**src/rtl/arm_pkg.sv**
```systemverilog
package arm_pkg;
  typedef enum logic [2:0] {
    ST_IDLE,
    ST_RCHK,
    ST_EVAL,
    ST_STEP,
    ST_REL,
    ST_WAIT,
    ST_PAUSE,
    ST_SETTLE
  } arm_state_t;
endpackage

```
**src/rtl/arm_downcount.sv**
```systemverilog
module arm_downcount #(
  parameter int W = 4
) (
  input  logic         clk,
  input  logic         rst,
  input  logic         load,
  input  logic [W-1:0] load_val,
  input  logic         tick,
  output logic [W-1:0] count
);
  always_ff @(posedge clk) begin
    if (rst)                       count <= '0;
    else if (load)                 count <= load_val;
    else if (tick && count != '0)  count <= count - 1'b1;
  end
endmodule

```
**src/rtl/arm_cmd_port.sv**
```systemverilog
module arm_cmd_port #(
  parameter int STEP_GAP = 50
) (
  input  logic clk,
  input  logic rst,
  input  logic issue,
  input  logic issue_step,
  input  logic issue_dir,
  output logic gap_ok,
  output logic cmd_vld,
  output logic cmd_step,
  output logic cmd_dir,
  output logic cmd_wake
);
  localparam int GW = $clog2(STEP_GAP + 1);

  logic [GW-1:0] gap_cnt;

  arm_downcount #(.W(GW)) u_gap (
    .clk      (clk),
    .rst      (rst),
    .load     (issue),
    .load_val (GW'(STEP_GAP - 1)),
    .tick     (1'b1),
    .count    (gap_cnt)
  );

  assign gap_ok = (gap_cnt == '0);

  always_ff @(posedge clk) begin
    if (rst) begin
      cmd_vld  <= 1'b0;
      cmd_step <= 1'b0;
      cmd_dir  <= 1'b0;
      cmd_wake <= 1'b0;
    end else begin
      cmd_vld <= issue;
      if (issue) begin
        cmd_step <= issue_step;
        cmd_dir  <= issue_dir;
        cmd_wake <= 1'b1;
      end
    end
  end

  // Spacing monitor: cycles since the previous command write
  logic [GW:0] since_q;
  logic        seen_q;
  always_ff @(posedge clk) begin
    if (rst) begin
      since_q <= '0;
      seen_q  <= 1'b0;
    end else if (cmd_vld) begin
      since_q <= (GW+1)'(1);
      seen_q  <= 1'b1;
    end else if (since_q != '1) begin
      since_q <= since_q + 1'b1;
    end
  end

  AST_STEP_SPACING: assert property (@(posedge clk) disable iff (rst)
    (cmd_vld && seen_q) |-> (int'(since_q) >= STEP_GAP));
endmodule

```
**src/rtl/arm_positioner.sv**
```systemverilog
module arm_positioner
  import arm_pkg::*;
#(
  parameter int CYL_W          = 10,
  parameter int STEP_GAP       = 50,
  parameter int SETTLE_WAKES   = 8,
  parameter int PAUSE_WAKES    = 24,
  parameter int SEEK_TMO_WAKES = 40,
  parameter int RECAL_LIMIT    = 300
) (
  input  logic             clk,
  input  logic             rst,
  input  logic             req,
  input  logic [CYL_W-1:0] req_cyl,
  input  logic             req_fixed,
  input  logic             sec_wake,
  input  logic             trk0,
  input  logic             seek_cmp,
  output logic             cmd_vld,
  output logic             cmd_step,
  output logic             cmd_dir,
  output logic             cmd_wake,
  output logic [CYL_W-1:0] cur_cyl,
  output logic             busy,
  output logic             done,
  output logic             seek_tmo,
  output logic             recal_err
);
  localparam int WK_A   = (SETTLE_WAKES > PAUSE_WAKES) ? SETTLE_WAKES : PAUSE_WAKES;
  localparam int WK_MAX = (WK_A > SEEK_TMO_WAKES) ? WK_A : SEEK_TMO_WAKES;
  localparam int WK_W   = $clog2(WK_MAX + 1);
  localparam int RB_W   = $clog2(RECAL_LIMIT + 1);
  localparam logic [CYL_W-1:0] UNCAL = '1;

  arm_state_t       state_q, st_d;
  logic [CYL_W-1:0] tgt_q, cur_q, dist_q;
  logic             fixed_q, dir_q, recal_q;
  logic [RB_W-1:0]  rb_q;

  logic             issue, iss_step, gap_ok;
  logic             wk_load, wk_tick;
  logic [WK_W-1:0]  wk_val, wk_cnt;
  logic             done_d, tmo_d, err_d;
  logic             latch_req, start_recal, cur_zero, cur_tgt;
  logic             rb_inc, seek_setup, dist_dec;

  arm_downcount #(.W(WK_W)) u_wake_cnt (
    .clk      (clk),
    .rst      (rst),
    .load     (wk_load),
    .load_val (wk_val),
    .tick     (wk_tick),
    .count    (wk_cnt)
  );

  arm_cmd_port #(.STEP_GAP(STEP_GAP)) u_cmd (
    .clk        (clk),
    .rst        (rst),
    .issue      (issue),
    .issue_step (iss_step),
    .issue_dir  (dir_q),
    .gap_ok     (gap_ok),
    .cmd_vld    (cmd_vld),
    .cmd_step   (cmd_step),
    .cmd_dir    (cmd_dir),
    .cmd_wake   (cmd_wake)
  );

  wire last_wake = (wk_cnt == WK_W'(1));

  always_comb begin
    st_d        = state_q;
    issue       = 1'b0;
    iss_step    = 1'b0;
    wk_load     = 1'b0;
    wk_val      = '0;
    wk_tick     = 1'b0;
    done_d      = 1'b0;
    tmo_d       = 1'b0;
    err_d       = 1'b0;
    latch_req   = 1'b0;
    start_recal = 1'b0;
    cur_zero    = 1'b0;
    cur_tgt     = 1'b0;
    rb_inc      = 1'b0;
    seek_setup  = 1'b0;
    dist_dec    = 1'b0;
    unique case (state_q)
      ST_IDLE: if (req) begin
        latch_req   = 1'b1;
        start_recal = (cur_q == UNCAL);
        st_d        = (cur_q == UNCAL) ? ST_RCHK : ST_EVAL;
      end
      ST_RCHK: begin
        if (trk0) begin
          cur_zero = 1'b1;
          wk_load  = 1'b1;
          if (tgt_q == '0) begin
            wk_val = WK_W'(SETTLE_WAKES);
            st_d   = ST_SETTLE;
          end else begin
            wk_val = WK_W'(PAUSE_WAKES);
            st_d   = ST_PAUSE;
          end
        end else if (rb_q == RB_W'(RECAL_LIMIT)) begin
          err_d = 1'b1;
          st_d  = ST_IDLE;
        end else begin
          rb_inc = 1'b1;
          st_d   = ST_STEP;
        end
      end
      ST_EVAL: begin
        if (fixed_q || tgt_q == cur_q) begin
          done_d = 1'b1;
          st_d   = ST_IDLE;
        end else begin
          seek_setup = 1'b1;
          st_d       = ST_STEP;
        end
      end
      ST_STEP: if (gap_ok) begin
        issue    = 1'b1;
        iss_step = 1'b1;
        dist_dec = 1'b1;
        if (dist_q == CYL_W'(1)) st_d = ST_REL;
      end
      ST_REL: if (gap_ok) begin
        issue   = 1'b1;
        wk_load = 1'b1;
        wk_val  = WK_W'(SEEK_TMO_WAKES);
        st_d    = ST_WAIT;
      end
      ST_WAIT: if (sec_wake) begin
        if (seek_cmp) begin
          if (recal_q) begin
            st_d = ST_RCHK;
          end else begin
            wk_load = 1'b1;
            wk_val  = WK_W'(SETTLE_WAKES);
            st_d    = ST_SETTLE;
          end
        end else if (last_wake) begin
          tmo_d = 1'b1;
          st_d  = ST_IDLE;
        end else begin
          wk_tick = 1'b1;
        end
      end
      ST_PAUSE: if (sec_wake) begin
        if (last_wake) st_d = ST_EVAL;
        else           wk_tick = 1'b1;
      end
      ST_SETTLE: if (sec_wake) begin
        if (last_wake) begin
          cur_tgt = 1'b1;
          done_d  = 1'b1;
          st_d    = ST_IDLE;
        end else begin
          wk_tick = 1'b1;
        end
      end
      default: st_d = ST_IDLE;
    endcase
  end

  always_ff @(posedge clk) begin
    if (rst) begin
      state_q   <= ST_IDLE;
      tgt_q     <= '0;
      fixed_q   <= 1'b0;
      cur_q     <= UNCAL;
      dist_q    <= '0;
      dir_q     <= 1'b0;
      recal_q   <= 1'b0;
      rb_q      <= '0;
      busy      <= 1'b0;
      done      <= 1'b0;
      seek_tmo  <= 1'b0;
      recal_err <= 1'b0;
    end else begin
      state_q   <= st_d;
      busy      <= (st_d != ST_IDLE);
      done      <= done_d;
      seek_tmo  <= tmo_d;
      recal_err <= err_d;
      if (latch_req) begin
        tgt_q   <= req_cyl;
        fixed_q <= req_fixed;
      end
      if (start_recal) begin
        recal_q <= 1'b1;
        rb_q    <= '0;
      end
      if (cur_zero) begin
        cur_q   <= '0;
        recal_q <= 1'b0;
      end
      if (cur_tgt) cur_q <= tgt_q;
      if (rb_inc) begin
        rb_q   <= rb_q + 1'b1;
        dist_q <= CYL_W'(1);
        dir_q  <= 1'b0;
      end
      if (seek_setup) begin
        dir_q  <= (tgt_q > cur_q);
        dist_q <= (tgt_q > cur_q) ? (tgt_q - cur_q) : (cur_q - tgt_q);
      end
      if (dist_dec) dist_q <= dist_q - 1'b1;
    end
  end

  assign cur_cyl = cur_q;

  // Direction of the most recent step command, for the release check
  logic last_dir_q;
  always_ff @(posedge clk) begin
    if (rst)                      last_dir_q <= 1'b0;
    else if (cmd_vld && cmd_step) last_dir_q <= cmd_dir;
  end

  AST_ONE_RESULT: assert property (@(posedge clk) disable iff (rst)
    $onehot0({done, seek_tmo, recal_err}));
  AST_DONE_PULSE: assert property (@(posedge clk) disable iff (rst)
    done |=> !done);
  AST_RECAL_INWARD: assert property (@(posedge clk) disable iff (rst)
    (cmd_vld && cmd_step && recal_q) |-> !cmd_dir);
  AST_RELEASE_DIR: assert property (@(posedge clk) disable iff (rst)
    (cmd_vld && !cmd_step) |-> (cmd_dir == last_dir_q && cmd_wake));
  AST_RECAL_BUDGET: assert property (@(posedge clk) disable iff (rst)
    recal_q |-> (int'(rb_q) <= RECAL_LIMIT));
  AST_CUR_UPDATE: assert property (@(posedge clk) disable iff (rst)
    !$stable(cur_q) |-> ($past(state_q) == ST_SETTLE || $past(state_q) == ST_RCHK));
endmodule

```
**config.mk**
```make
export PLATFORM = sky130hd
export DESIGN_NAME = arm_positioner
export DESIGN_NICKNAME = d
export VERILOG_FILES = /design/src/rtl/arm_pkg.sv /design/src/rtl/arm_downcount.sv /design/src/rtl/arm_cmd_port.sv /design/src/rtl/arm_positioner.sv
export SDC_FILE = /design/constraint.sdc
export NUM_CORES = 1
export LEC_CHECK = 0
export ABC_CLOCK_PERIOD_IN_PS = 6000
export BUFFER_PORTS_ARGS = -buffer_cell sky130_fd_sc_hd__buf_2
export CAP_MARGIN = 20
export CORE_MARGIN = 2
export CORE_UTILIZATION = 40
export DETAILED_ROUTE_END_ITERATION = 8
export SLEW_MARGIN = 10
export SYNTH_ARGS = -nofsm -noshare
export SYNTH_HDL_FRONTEND = slang
export SYNTH_SLANG_ARGS = --single-unit
```
**constraint.sdc**
```tcl
create_clock -name clk -period 6 [get_ports clk]
set_input_delay 0.6 -clock clk [delete_from_list [all_inputs] [get_ports clk]]
set_output_delay 0.6 -clock clk [all_outputs]
set_load 0.05 [all_outputs]
```
==> results.md, run 1 <==
- The flow ran to the end, and the final reports show no timing, DRC or antenna violations.
- The number of nets with antenna violations after detailed routing is 0.
- The completed layout was analyzed and its total power is 1.735 mW.
- The adder and majority cell fraction of the synthesized area is 0.09584.
- Across the run, the number of max-cap violations was 0.
- The proportion of register bits with asynchronous set or reset after synthesis is 0.
- Detailed placement finished with a half-perimeter wire length of 6999 µm.
- The first global-routing pass estimated 15,650 µm of wire.
- After routing the design area is 4357 µm².
- The power dissipated by switching net loads is 770.6 µW.
- The portion of synthesized area spent on multiplexers is 0.01333.
- Yosys attributes the largest share of cell area to dfxtp_1 33%, ha_1 8.6%, a21oi_1 4.6%, nand2_1 4.4%, nor2_1 3.6%.
- The sequential fraction of the synthesis area is 0.3301.
- Setup violations remaining at the end of the flow were counted as 0.
- The floorplan step defined a die boundary enclosing 10,670 µm².
- The power share of the clock group is 0.193.
- The pin slew with the least headroom to its limit is 0.7719 ns.
- Dividing the detail-routed via count by the number of cells gives 5.468.
- After synthesis the netlist holds a flip-flop and latch count of 65.
- IR analysis of the VDD net gives a maximum drop of 0.1939 mV.
- The floorplan step set the die width to 103.3 µm.
- The Yosys step of the flow raised 0 warnings.
- The largest net degree at the start of global routing is 64.
- The maximum net fanout on the critical path is 7.
- The clock latency of the later-clocked register in the worst-skew pair is 0.34 ns.
- The endpoint arrival time on the critical path is 2.88 ns.
- The cell area power density is 398.3 nW/µm².
- By count the netlist is led by 65 x dfxtp_1, 46 x nand2_1, 38 x nor2_1.
- In this run, the number of DRC markers left after iteration 0 of detailed routing was between 200 and 250.
- The total overflow left after global routing is 0.
- The starting density of the core is 0.4071.
- The net switching share of the total power is 0.4441.
- In this run, distinct cell masters in the synthesized netlist total 62.
- The worst-case clock skew is 0.01095 ns.
- The combinational share of power is 0.453.
- The clock passes through at most 2 buffers.
- The per-cell routed wire length is 14.57 µm.
- After layout, the minimum clock period comes to 2.632 ns.
- Data on the critical path is required at its endpoint by 6.25 ns.
- The hold slack is approximately 0.47 ns.
- The number of inserted filler cells in the final layout is 990.
- The clock root buffer is clkbuf_8.
- The mapped cell area is 3943 µm².
- Static timing analysis puts the maximum clock frequency at 379.9 MHz.
- The I/O pin count is 35.
- The cell with the biggest individual delay on the critical path is fa_1.
- Of the cells placed in the final design, the portion with a size suffix greater than 1 is 0.1304.
- The type of the worst setup path is reg2reg.
- The die is 103.3 µm tall.
- Internal power comes to 964.5 µW.
- The area fraction in and, or, nand and nor cells after synthesis is 0.2333.
- The number of antenna diodes in the final layout is 0.
- The gate count after technology mapping is approximately 490.
- The congestion estimate from routability-driven global placement came to ~0.88.
- The post-cts repair resize count is 0.
- The number of buffers created by CTS is 9.
- The core area is 9684 µm².
- Once placement finished, the instance area stood at 4187 µm².
- The post-CTS repair timing setup buffer count is 0.
- The initial antenna violation count is 0.
- When the netlist entered floorplanning its net count stood at 532.
- The total number of H-tree levels is 3.
- After synthesis, the largest family of logic cells by area is simple AND/OR/NAND/NOR gates.
- The first TritonRoute pass finished after 4 iterations.
- The count of final max-slew check failures came to 0.
- Of the total synthesized cell area, the portion taken by XOR and XNOR cells is 0.05332.
- Of the post-synthesis cell area, the dominant cell type holds 0.3301.
- Headroom to the max-slew limit came out at 0.4811.
- Adding up every negative setup slack in the final design gives 0 ns.
- The initialized floorplan defines 36 standard-cell rows.
- STA classifies the critical path startpoint as a flip-flop.
- The area overhead of the layout relative to synthesis is 10.50%.
- The complex-gate fraction of the synthesized area is 0.2101.
- The synthesized design contains 0 enable-type register cells.
- The endpoint kind of the worst setup timing path is a flip-flop.
- In the post-synthesis netlist, the cell with the most instances is dfxtp_1.
- The leakage power is 1.818 nW.
- The via count of the routed design is 3,538.
- The mean post-synth cell area is 8.112 µm².
- The total routing resource utilization after global routing is 0.1879.
- The share of total power in sequential cells is 0.354.
- The total of hold buffers inserted after clock tree synthesis is 0.
- The most instantiated flip-flop cell in the synthesis netlist is dfxtp_1.
- In the final design database the tool counted ~560 nets.
- The clock drives between 60 and 70 sinks.
- The count of endpoints failing hold in the final timing report is 0.
- The number of global-route vias before repair was 3,292.
- The clock transition at the register clock pins on the worst setup and hold paths after CTS is 0.08 ns.
- The path category of the worst min-delay check is reg2reg.
- The critical path goes through inv_1, fa_1, a21o_1, a221oi_4, o21ai_2, a211oi_1, a21oi_2, xnor2_1, a2111oi_2.
- The highest cell delay on the worst timing path is 0.47 ns.
- For this run, design rule violations remaining after detail routing come to 0.
- The final layout contains routed wiring with a total length of 9430 µm.
- Dividing the final minimum period by the clock period gives 0.4387.
- During placement, the flow inserted port buffers numbering 34.
- Setup repair after global routing left no endpoint under its margin.
- TritonCTS built the clock tree.
- The post-synthesis cell type with the largest combined area is dfxtp_1.
-- path summary, 6_finish.rpt --
path | startpoint | endpoint | slack [ns] | cells after the start
max | cur_cyl[1] | dist_q[6] | 3.37 | 9
max reg2reg | cur_cyl[1] | dist_q[6] | 3.37 | 9
min reg2reg | u_wake_cnt.count[1] | u_wake_cnt.count[1] | 0.47 | 2
min | u_wake_cnt.count[1] | u_wake_cnt.count[1] | 0.47 | 2
-- state kept, by name, summed over array words and instances (netlist names) --
| register | count |
|---|---|
| u_wake_cnt.count | 6 |
| dir_q | 1 |
| u_cmd.cmd_wake | 1 |
| u_cmd.cmd_step | 1 |
| tgt_q | 10 |
| state_q | 3 |
| u_cmd.cmd_dir | 1 |
| done | 1 |
| cur_cyl | 10 |
| rb_q | 9 |
| recal_err | 1 |
| fixed_q | 1 |
| recal_q | 1 |
| dist_q | 10 |
| u_cmd.u_gap.count | 6 |
| busy | 1 |
| seek_tmo | 1 |
| u_cmd.cmd_vld | 1 |
-- power by group through the flow --
| stage | Sequential (mW) | Combinational (mW) | Clock, mW |
|---|---|---|---|
| floorplan | 0.647 | 0.581 | 0 |
| detailed placement | 0.624 | 0.786 | 0 |
| global route | 0.631 | 0.873 | 0.367 |
| finish | 0.614 | 0.786 | 0.335 |
| CTS | 0.613 | 0.788 | 0.346 |
| global placement | 0.620 | 0.778 | 0 |
-- cell usage in the layout (no fill, tap or decap), types with 6 or more instances in the layout --
cell,netlist,layout
a211o_1,10,10
a21o_1,8,8
a21oi_1,36,36
and3_1,7,7
buf_2,7,34
clkbuf_8,0,9
dfxtp_1,65,65
ha_1,27,27
inv_1,36,36
nand2_1,46,46
nand3_1,13,13
nand4_1,6,6
nor2_1,38,38
nor2b_1,7,7
nor3_1,26,26
nor4_1,13,12
o21ai_0,13,13
o22ai_1,6,6
xnor2_1,14,14
xor2_1,10,10
-- worst max-delay path, delay by kind of cell (launching register included) --
family,cells,cell delay [ns]
flops,1,0.43
buf+inv,1,0.13
compound gates,6,1.37
xor+xnor,1,0.14
fa+ha+maj,1,0.47
-- metal layers --
metal | vias to the layer above | GRT usage | routed length [µm]
met5 | - | 0 | 0
met4 | 0 | 0.06781 | 143
met3 | 13 | 0.03763 | 391
met2 | 77 | 0.2967 | 4385
met1 | 1672 | 0.2558 | 4510
li1 | 1776 | - | -
-- cell families (layout without fill, tap and decap cells) --
logic type,after synthesis,count (layout)
xor+xnor,24,24
fa+ha+maj,29,29
mux,5,5
flops,65,65
compound gates,119,119
buf+inv,61,89
simple gates,183,183
-- final cells by class --
class                           count  area [µm²]  share of cell area
Inverter                           37       138.9             0.03188
Clock inverter                      7       46.29             0.01063
Clock buffer                        9       123.9             0.02843
Timing Repair Buffer               36       185.2             0.04250
Tap cell                          133       166.4             0.03820
Sequential cell                    65        1301              0.2987
Multi-Input combinational cell    360        2395              0.5497
-- metrics by stage --
stage	setup slack, ns	util	instances
after detailed placement	3.406	0.4323	631
after global placement	3.469	0.4323	631
after CTS	3.379	0.4499	647
final	3.368	0.4499	647
after floorplan	3.157	-	486
after global routing	3.184	0.4499	647
Note: power is estimated with default switching activity, not from simulation.
==> run 2, diff against run 1 <==
Settings changed: ABC_AREA from default to 1, ABC_CLOCK_PERIOD_IN_PS 6000 to 2200.
Clock period 6 ns to 2.2 ns, I/O delays scaled along.
==> run 2 against run 1 <==
Against the previous run: final area is 12% higher; first-iteration DRC count is 9.7% lower; sequential cell count stayed put; clock skew is 0.0010 ns higher; final cell count is 32% higher; critical endpoint is now dist_q[9]; largest cell class unchanged; highest routed layer unchanged.
==> results.md, run 2 <==
- The commonest non-fill, non-tap cell in the layout is nand2_1.
- The share of total power in sequential cells is 0.298 (-0.056).
- The floorplan die width is 108 µm (+4.6%).
- The mapped cell area was 4327 µm² (+9.7%).
- The number of nets with antenna violations after detailed routing is 0 (unchanged).
- The buffer and inverter count on the worst path was 3 (+2).
- The xor/xnor share of the synthesized area is 0.02429 (-0.02902).
- The highest cell delay on the worst timing path was 0.41 ns (-0.06 ns).
- The core area is 10,420 µm² (+7.6%).
- The count of state elements after synthesis is 65 (unchanged).
- The mean post-synth cell area is 6.477 µm² (-20%).
- The worst setup path is captured at a flip-flop.
- The buffer levels on the longest clock path is 2 (unchanged).
- Walking the worst path, the cells encountered are inv_1, ha_2, nand2_2, nor2_4, nand3_2, nand3_4, nand3_4, buf_4, o21ai_2, inv_1, a21oi_1.
- The total clock sinks was 65 (unchanged).
- The hold path startpoint is trk0.
- The largest net degree at the start of global routing is 32 (-50%).
- The data required time at the worst endpoint is 2.48 ns (-3.77 ns).
- The logic depth of the worst register-to-register path is 11 (+2).
- The area fraction in and, or, nand and nor cells after synthesis is 0.3334 (+0.1002).
- The I/O pin count was 35 (unchanged).
- The combinational share of power is 0.532 (+0.079).
- The initial antenna violation count is 0 (unchanged).
- The launch instance of the worst register-to-register path is cur_cyl[6].
- The post-synthesis cell type with the largest combined area is dfxtp_1.
- The per-cell routed wire length is 12.82 µm (-12%).
- The count of nets after finishing was 758 (+37%).
- Ranked by total cell area, the synthesized netlist is headed by dfxtp_1 30%, nand2_1 15%, inv_1 9.4%, ha_1 7.8%, nand3_1 6.1%.
- The path class of the tightest hold or removal check is in2reg.
- The count of buffers inserted at the top-level ports is 34 (unchanged).
- The tree is rooted in a clkbuf_8.
- The count of yosys warnings during synthesis is 0 (unchanged).
- The leakage power is 2.475 nW (+36%).
- The internal portion of total power is 2.953 mW (+210%).
- The worst max-slew margin expressed relative to the limit is 0.6516 (+0.1706).
- The post-synth net total is 714 (+34%).
- The total number of placement rows is 37 (+2.8%).
- The sum of routed wire length over all layers was 10,940 µm (+16%).
- The count of final max-slew check failures was 0 (unchanged).
- The number of global-route vias before repair is 3,953 (+20%).
- The commonest cells after synthesis are 177 x nand2_1, 108 x inv_1, 65 x dfxtp_1.
- The worst-case clock skew is 0.01198 ns (+0.001031 ns).
- The total routing resource utilization after global routing is 0.1996 (+0.01168).
- The worst setup margin is 0.1525 ns (-3.215 ns).
- In the synthesized netlist the dominant register cell turns out to be dfxtp_1.
- TritonCTS built the clock tree.
- The sequential fraction of the synthesis area is 0.3008 (-0.02930).
- The overall die area is 11,660 µm² (+9.3%).
- The multiplexer area fraction after synthesis was 0 (-0.01333).
- The maximum clock frequency is 488.4 MHz (+29%).
- Setup repair after global routing left no endpoint under its margin.
- The floorplan die height was 108 µm (+4.6%).
- The endpoint of the worst-slack reg-to-reg timing path is dist_q[9].
- The global-route congestion overflow total is 0 (unchanged).
- The area share of the leading cell type in the synthesized netlist is 0.3008 (-0.02930).
- The count of endpoints failing hold in the final timing report was 0 (unchanged).
- The unique cell type count in the Yosys netlist was 39 (-37%).
- On the critical path the largest part of the delay comes from simple AND/OR/NAND/NOR gates.
- The clock transition at the register clock pins on the worst setup and hold paths after CTS is 0.08 ns (about the same).
- In the layout the commonest cells are 177 x nand2_1, 108 x inv_1, 62 x dfxtp_1, 53 x nor2_1, 53 x nand3_1.
- The via density per instance was 4.944 (-9.6%).
- The post-route core utilization was 0.4704 (+0.02052).
- The share of post-route cells with drive strength above 1 is 0.1311 (+0.0007516).
- The starting density of the core was 0.4154 (+0.008269).
- The type of origin of the critical path is a flip-flop.
- The worst setup path is of the reg2reg kind.
- The final sum of negative setup slack is 0 ns (unchanged).
- The cell area power density is 1151 nW/µm² (+190%).
- The path with the worst hold slack has its endpoint at recal_err.
- The complex-gate fraction of the synthesized area is 0.1426 (-0.06752).
- The proportion of register bits with asynchronous set or reset after synthesis is 0 (unchanged).
- The endpoint arrival time on the critical path came to 2.32 ns (-0.56 ns).
- The power dissipated by switching net loads is 2.686 mW (+250%).
- Relative to the synthesized area, the layout overhead comes to 13.24%.
- The clock latency of the later-clocked register in the worst-skew pair was 0.35 ns (about the same).
- The number of DRC violations after detailed-routing iteration 0 was 187 (-9.7%).
- The global-route wire length before repair is 18,380 µm (+17%).
- The total number of H-tree levels came to 3 (unchanged).
- By instance count, the leading cell after synthesis is nand2_1.
- By area, the combinational part of the netlist is dominated by simple AND/OR/NAND/NOR gates.
- The adder and majority cell fraction of the synthesized area is 0.08733 (-0.008509).
- Among all stages on the critical path, the largest delay is contributed by dfxtp_1.
- The count of cells along the worst hold path is 2 (unchanged).
- The number of inserted filler cells in the final layout is 1,093 (+10%).
- The share of the clock period used by the worst path after layout is 0.9307 (+0.4920).
- The highest ir drop seen on vdd is 0.5549 mV (+190%).
- The antenna diode count is 0 (unchanged).
- The max-capacitance violation count is 0 (unchanged).
- The run finished with clean final reports.
- The reg-to-reg setup timing slack was 0.15 ns (-3.22 ns).
- The maximum net fanout on the critical path is 8 (+1).
- The via count of the routed design is 4,217 (+19%).
- The HPWL after detailed placement is 8447 µm (+21%).
- The final weighted congestion of routability-driven global placement came to 0.9045 (+2.6%).
- The post-route DRC violation count is 0 (unchanged).
- The power share of the clock group was 0.170 (-0.023).
- The post-place setup slack came to 0.1260 ns (-3.280 ns).
- The net switching share of the total power is 0.4764 (+0.03228).
- The number of enable flip-flop cells after synthesis was 0 (unchanged).
- The first-pass iteration count of the detailed router is 5 (+1).
- The total of hold buffers inserted after clock tree synthesis is 0 (unchanged).
- The setup violation total in the final timing report was 0 (unchanged).
- The gate count after technology mapping is 668 (+37%).
- The number of buffers created by CTS is 9 (unchanged).
- The pin slew with the least headroom to its limit is 0.5225 ns (-0.2494 ns).
- The post-layout minimum cycle time is 2.048 ns (-0.5846 ns).
[run 2: cell types whose count changed after synthesis, moves of 10 or more]
| cell | change |
|---|---|
| xnor2_1 | -10 |
| a21oi_1 | +10 |
| inv_1 | +72 |
| a211o_1 | -10 |
| o21ai_0 | +24 |
| nor3_1 | -13 |
| nor2_1 | +15 |
| nand3_1 | +40 |
| nor4_1 | -12 |
| nand2_1 | +131 |
[run 2: worst max path at each step]
stage / start / end / slack (ns) / cells past startpoint
3_5_place_dp: cur_cyl[6] / dist_q[5] / 0.13 / 10
3_3_place_gp: cur_cyl[5] / dist_q[4] / 0.20 / 10
6_report: cur_cyl[6] / dist_q[9] / 0.15 / 11
2_1_floorplan: cur_cyl[5] / dist_q[7] / 0.009 / 12
4_1_cts: cur_cyl[6] / dist_q[5] / 0.1 / 10
5_1_grt: cur_cyl[6] / dist_q[1] / 0.006 / 10
[run 2: layout make-up]
type / instances / area [µm²] / area share
Clock buffer: 12 / 155.1 / 0.03166
Clock inverter: 4 / 26.28 / 0.005363
Inverter: 112 / 421.7 / 0.08606
Multi-Input combinational cell: 480 / 2576 / 0.5258
Sequential cell: 65 / 1305 / 0.2663
Tap cell: 136 / 170.2 / 0.03473
Timing Repair Buffer: 44 / 245.2 / 0.05005
[run 2: logic make-up after synthesis]
logic type / count (synthesis)
AOI/OAI and AO/OA: 110
xor gates and xnor gates: 12
adders and majority gates: 29
buffers and inverters: 124
DFF: 65
and+or+nand+nor: 328
[run 2: power groups by stage]
stage	combinational, mW	sequential [mW]	clock (mW)
detailed placement	2.88	1.70	0
global placement	2.86	1.69	0
global route	3.40	1.72	1.04
CTS	2.89	1.67	1.00
floorplan	2.12	1.82	0
finish	3.00	1.68	0.958
[run 2: layer usage]
| layer | track usage | vias up | wire length (µm) |
|---|---|---|---|
| met2 | 0.3149 | 92 | 4855 |
| met4 | 0.07418 | 0 | 191 |
| met3 | 0.03737 | 12 | 404 |
| met5 | 0 | - | 0 |
| li1 | - | 2229 | - |
| met1 | 0.2720 | 1884 | 5485 |
[run 2: per-stage QoR]
stage               instance area, µm²  hold slack [ns]  power (mW)  instances
global route                      4900          0.07228       6.159        853
floorplan                         4329           0.2974       3.941        668
finish                            4900          0.08801       5.639        853
global placement                  4668           0.4335       4.551        834
CTS                               4850          0.07001       5.564        850
detailed placement                4668           0.4456       4.577        834
[run 2: what timing repair did]
item	4_1_cts	5_1_grt
resized for setup	0	10
buffers inserted	0	2
endpoints found under the setup margin	0	11
==> run 3, diff against run 2 <==
Settings changed: CTS_BUF_LIST from default to sky130_fd_sc_hd__clkbuf_2.
==> run 3 against run 2 <==
Against the previous run: first-iteration DRC count increased by 12%; sequential power barely moved; register-to-register slack improved by 0.05 ns; die area is the same; final cell count is 1.4% higher; largest power group unchanged.
==> results.md, run 3 (synthesis gave the netlist of run 2 again) <==
- The total number of H-tree levels was 3 (unchanged).
- The number of global-route vias before repair came to 4,020 (+1.7%).
- Leaving out fill and tap cells, the most frequent cells in the layout are 177 x nand2_1, 108 x inv_1, 58 x dfxtp_1, 53 x nor2_1, 53 x nand3_1.
- The starting density of the core is 0.4154 (unchanged).
- The number of nets with antenna violations after detailed routing is 0 (unchanged).
- The setup violation total in the final timing report was 0 (unchanged).
- The buffer levels on the longest clock path is 2 (unchanged).
- The maximum net fanout on the critical path came to 10 (+2).
- The endpoint arrival time on the critical path is 2.45 ns (+0.13 ns).
- The number of buffers created by CTS came to 9 (unchanged).
- The max-capacitance violation count is 0 (unchanged).
- The HPWL after detailed placement is 8447 µm (unchanged).
- The TritonCTS clock tree is built.
- The core area is 10,420 µm² (unchanged).
- The worst max-slew margin expressed relative to the limit was 0.6531 (+0.001431).
- The hold slack is 0.07837 ns (-0.009644 ns).
- The number of inserted filler cells in the final layout is 1,105 (+1.1%).
- The worst setup margin is 0.2072 ns (+0.05466 ns).
- The highest ir drop seen on vdd is 0.5483 mV (-1.2%).
- The startpoint identified for the worst hold timing path is sec_wake.
- Among the stages of the critical path, the cell type that occurs most often is nand3_1.
- The cell count after placement came to 834 (unchanged).
- The I/O pin count is 35 (unchanged).
- The final weighted congestion of routability-driven global placement is 0.9045 (unchanged).
- The number of cells on the critical path is 11 (unchanged).
- The run finished with clean final reports.
- The buffer and inverter count on the worst path is 3 (unchanged).
- Traced cell by cell, the critical path runs through inv_1, ha_1, inv_1, fa_1, nand3_1, nand3_1, nand2_2, clkinv_2, nand2_1, nand3_1, a21oi_1.
- The final cell count without fillers came to 865 (+1.4%).
- The reg-to-reg setup timing slack is 0.21 ns (+0.05 ns).
- The floorplan die height is 108 µm (unchanged).
- The path category of the worst min-delay check is in2reg.
- The worst-case clock skew was 0.03490 ns (+0.02292 ns).
- The via density per instance is 4.894 (-1.0%).
- The endpoint of the worst-slack reg-to-reg timing path is dist_q[9].
- The initial antenna violation count is 1 (+1).
- The type of the worst setup path is reg2reg.
- The launch instance of the worst register-to-register path is tgt_q[0].
- The root buffer cell chosen for the clock tree is clkbuf_2.
- The cell area power density was 1068 nW/µm² (-7.2%).
- The library cell used most frequently in the layout, excluding fill and tap cells, is nand2_1.
- The total routing resource utilization after global routing is 0.1999 (+0.0002536).
- The share of post-route cells with drive strength above 1 came to 0.1305 (-0.0006073).
- The first-pass iteration count of the detailed router was 5 (unchanged).
- The count of nets after finishing came to 769 (+1.5%).
- STA classifies the critical path startpoint as a flip-flop.
- The count of cells along the worst hold path came to 5 (+3).
- The number of DRC violations after detailed-routing iteration 0 is 209 (+12%).
- The largest net degree at the start of global routing is 32 (unchanged).
- The clock latency of the later-clocked register in the worst-skew pair came to 0.54 ns (+0.19 ns).
- The total number of placement rows is 37 (unchanged).
- The maximum clock frequency is 501.8 MHz (+2.7%).
- The post-detailed-placement cell area was 4668 µm² (unchanged).
- The global-route wire length before repair came to 18,470 µm (+0.49%).
- The internal portion of total power is 2.611 mW (-12%).
- The highest cell delay on the worst timing path was 0.43 ns (+0.02 ns).
- The share of total power in sequential cells came to 0.320 (+0.022).
- The clock transition at the register clock pins on the worst setup and hold paths after CTS is 0.19 ns (+0.11 ns).
- The hold path endpoint is seek_tmo.
- The combinational share of power is 0.563 (+0.031).
- The pin slew with the least headroom to its limit is 0.5204 ns (-0.002147 ns).
- The post-route core utilization is 0.4718 (+0.001442).
- The logic depth of the worst register-to-register path was 11 (unchanged).
- The cell area after layout came to 4915 µm² (+0.31%).
- The count of endpoints failing hold in the final timing report came to 0 (unchanged).
- The overall die area came to 11,660 µm² (unchanged).
- The post-place setup slack is 0.1260 ns (unchanged).
- The power dissipated by switching net loads was 2.637 mW (-1.9%).
- The post-layout minimum cycle time is 1.993 ns (-0.05466 ns).
- The cell family contributing the most delay on the critical path is adder cells.
- The endpoint kind of the worst setup timing path is a flip-flop.
- The via count of the routed design is 4,233 (+0.38%).
- The count of final max-slew check failures is 0 (unchanged).
- The global-route congestion overflow total came to 0 (unchanged).
- The per-cell routed wire length is 12.67 µm (-1.2%).
- The area overhead of the layout relative to synthesis is 13.59%.
- The share of the clock period used by the worst path after layout came to 0.9058 (-0.02484).
- The sum of routed wire length over all layers is 10,960 µm (+0.19%).
- The count of buffers inserted at the top-level ports is 34 (unchanged).
- The total clock sinks was 65 (unchanged).
- The power share of the clock group is 0.117 (-0.053).
- The cell with the biggest individual delay on the critical path is fa_1.
- The leakage power was 2.467 nW (-0.29%).
- The post-route DRC violation count is 0 (unchanged).
- The data required time at the worst endpoint is 2.66 ns (+0.18 ns).
- The floorplan die width is 108 µm (unchanged).
- The net switching share of the total power is 0.5024 (+0.02603).
==> run 3: cell types whose count changed in the layout (fill, tap and decap cells not counted), moves of 2 or more <==
cell and change:
clkinv_1 +2, buf_4 -2, clkbuf_8 -11, dfxtp_1 -4
dlygate4sd3_1 +14, clkbuf_2 +10, dfxtp_2 +4
==> run 3: final cells by class <==
type	count	area, µm²	area share
Antenna cell	1	2.502	0.0005092
Clock buffer	10	50.05	0.01018
Clock inverter	6	33.78	0.006874
Inverter	112	421.7	0.08579
Multi-Input combinational cell	479	2556	0.5201
Sequential cell	65	1310	0.2665
Tap cell	136	170.2	0.03462
Timing Repair Buffer	56	370.4	0.07536
==> run 3: power by group through the flow <==
stage | Clock (mW) | Combinational [mW] | Sequential, mW
after global placement | 0 | 2.86 | 1.69
final | 0.614 | 2.95 | 1.68
after CTS | 0.639 | 2.91 | 1.67
after floorplan | 0 | 2.12 | 1.82
after detailed placement | 0 | 2.88 | 1.70
after global routing | 0.677 | 3.36 | 1.72
==> run 3: worst max path at each step <==
stage | to | start
global placement | dist_q[4] | cur_cyl[5]
finish | dist_q[9] | tgt_q[0]
detailed placement | dist_q[5] | cur_cyl[6]
global route | dist_q[1] | cur_cyl[6]
floorplan | dist_q[7] | cur_cyl[5]
CTS | dist_q[4] | cur_cyl[6]
==> run 3: worst register-to-register path: stages (launching register included) <==
cell      delay (ns)
dfxtp_1         0.36
inv_1           0.10
ha_1            0.15
inv_1           0.07
fa_1            0.43
nand3_1         0.11
nand3_1         0.09
nand2_2         0.16
clkinv_2        0.17
nand2_1         0.10
nand3_1         0.08
a21oi_1         0.13
==> run 3: what timing repair did <==
item	in CTS	in global routing
hold buffers	14	0
hold endpoints to repair	13	0
endpoints found under the setup margin	0	11
setup buffers	0	0
resized for setup	0	13
==> run 3: metrics by stage <==
stage | total power [mW] | TNS (ns)
2_1_floorplan | 3.941 | 0
3_3_place_gp | 4.551 | 0
3_5_place_dp | 4.577 | 0
4_1_cts | 5.225 | 0
5_1_grt | 5.759 | -0.005330
6_report | 5.248 | 0
==> run 3: routing by layer <==
layer | track usage | wire length (µm)
met1 | 0.2712 | 5372
met2 | 0.3203 | 4912
met3 | 0.03255 | 446
met4 | 0.07418 | 227
met5 | 0 | 0
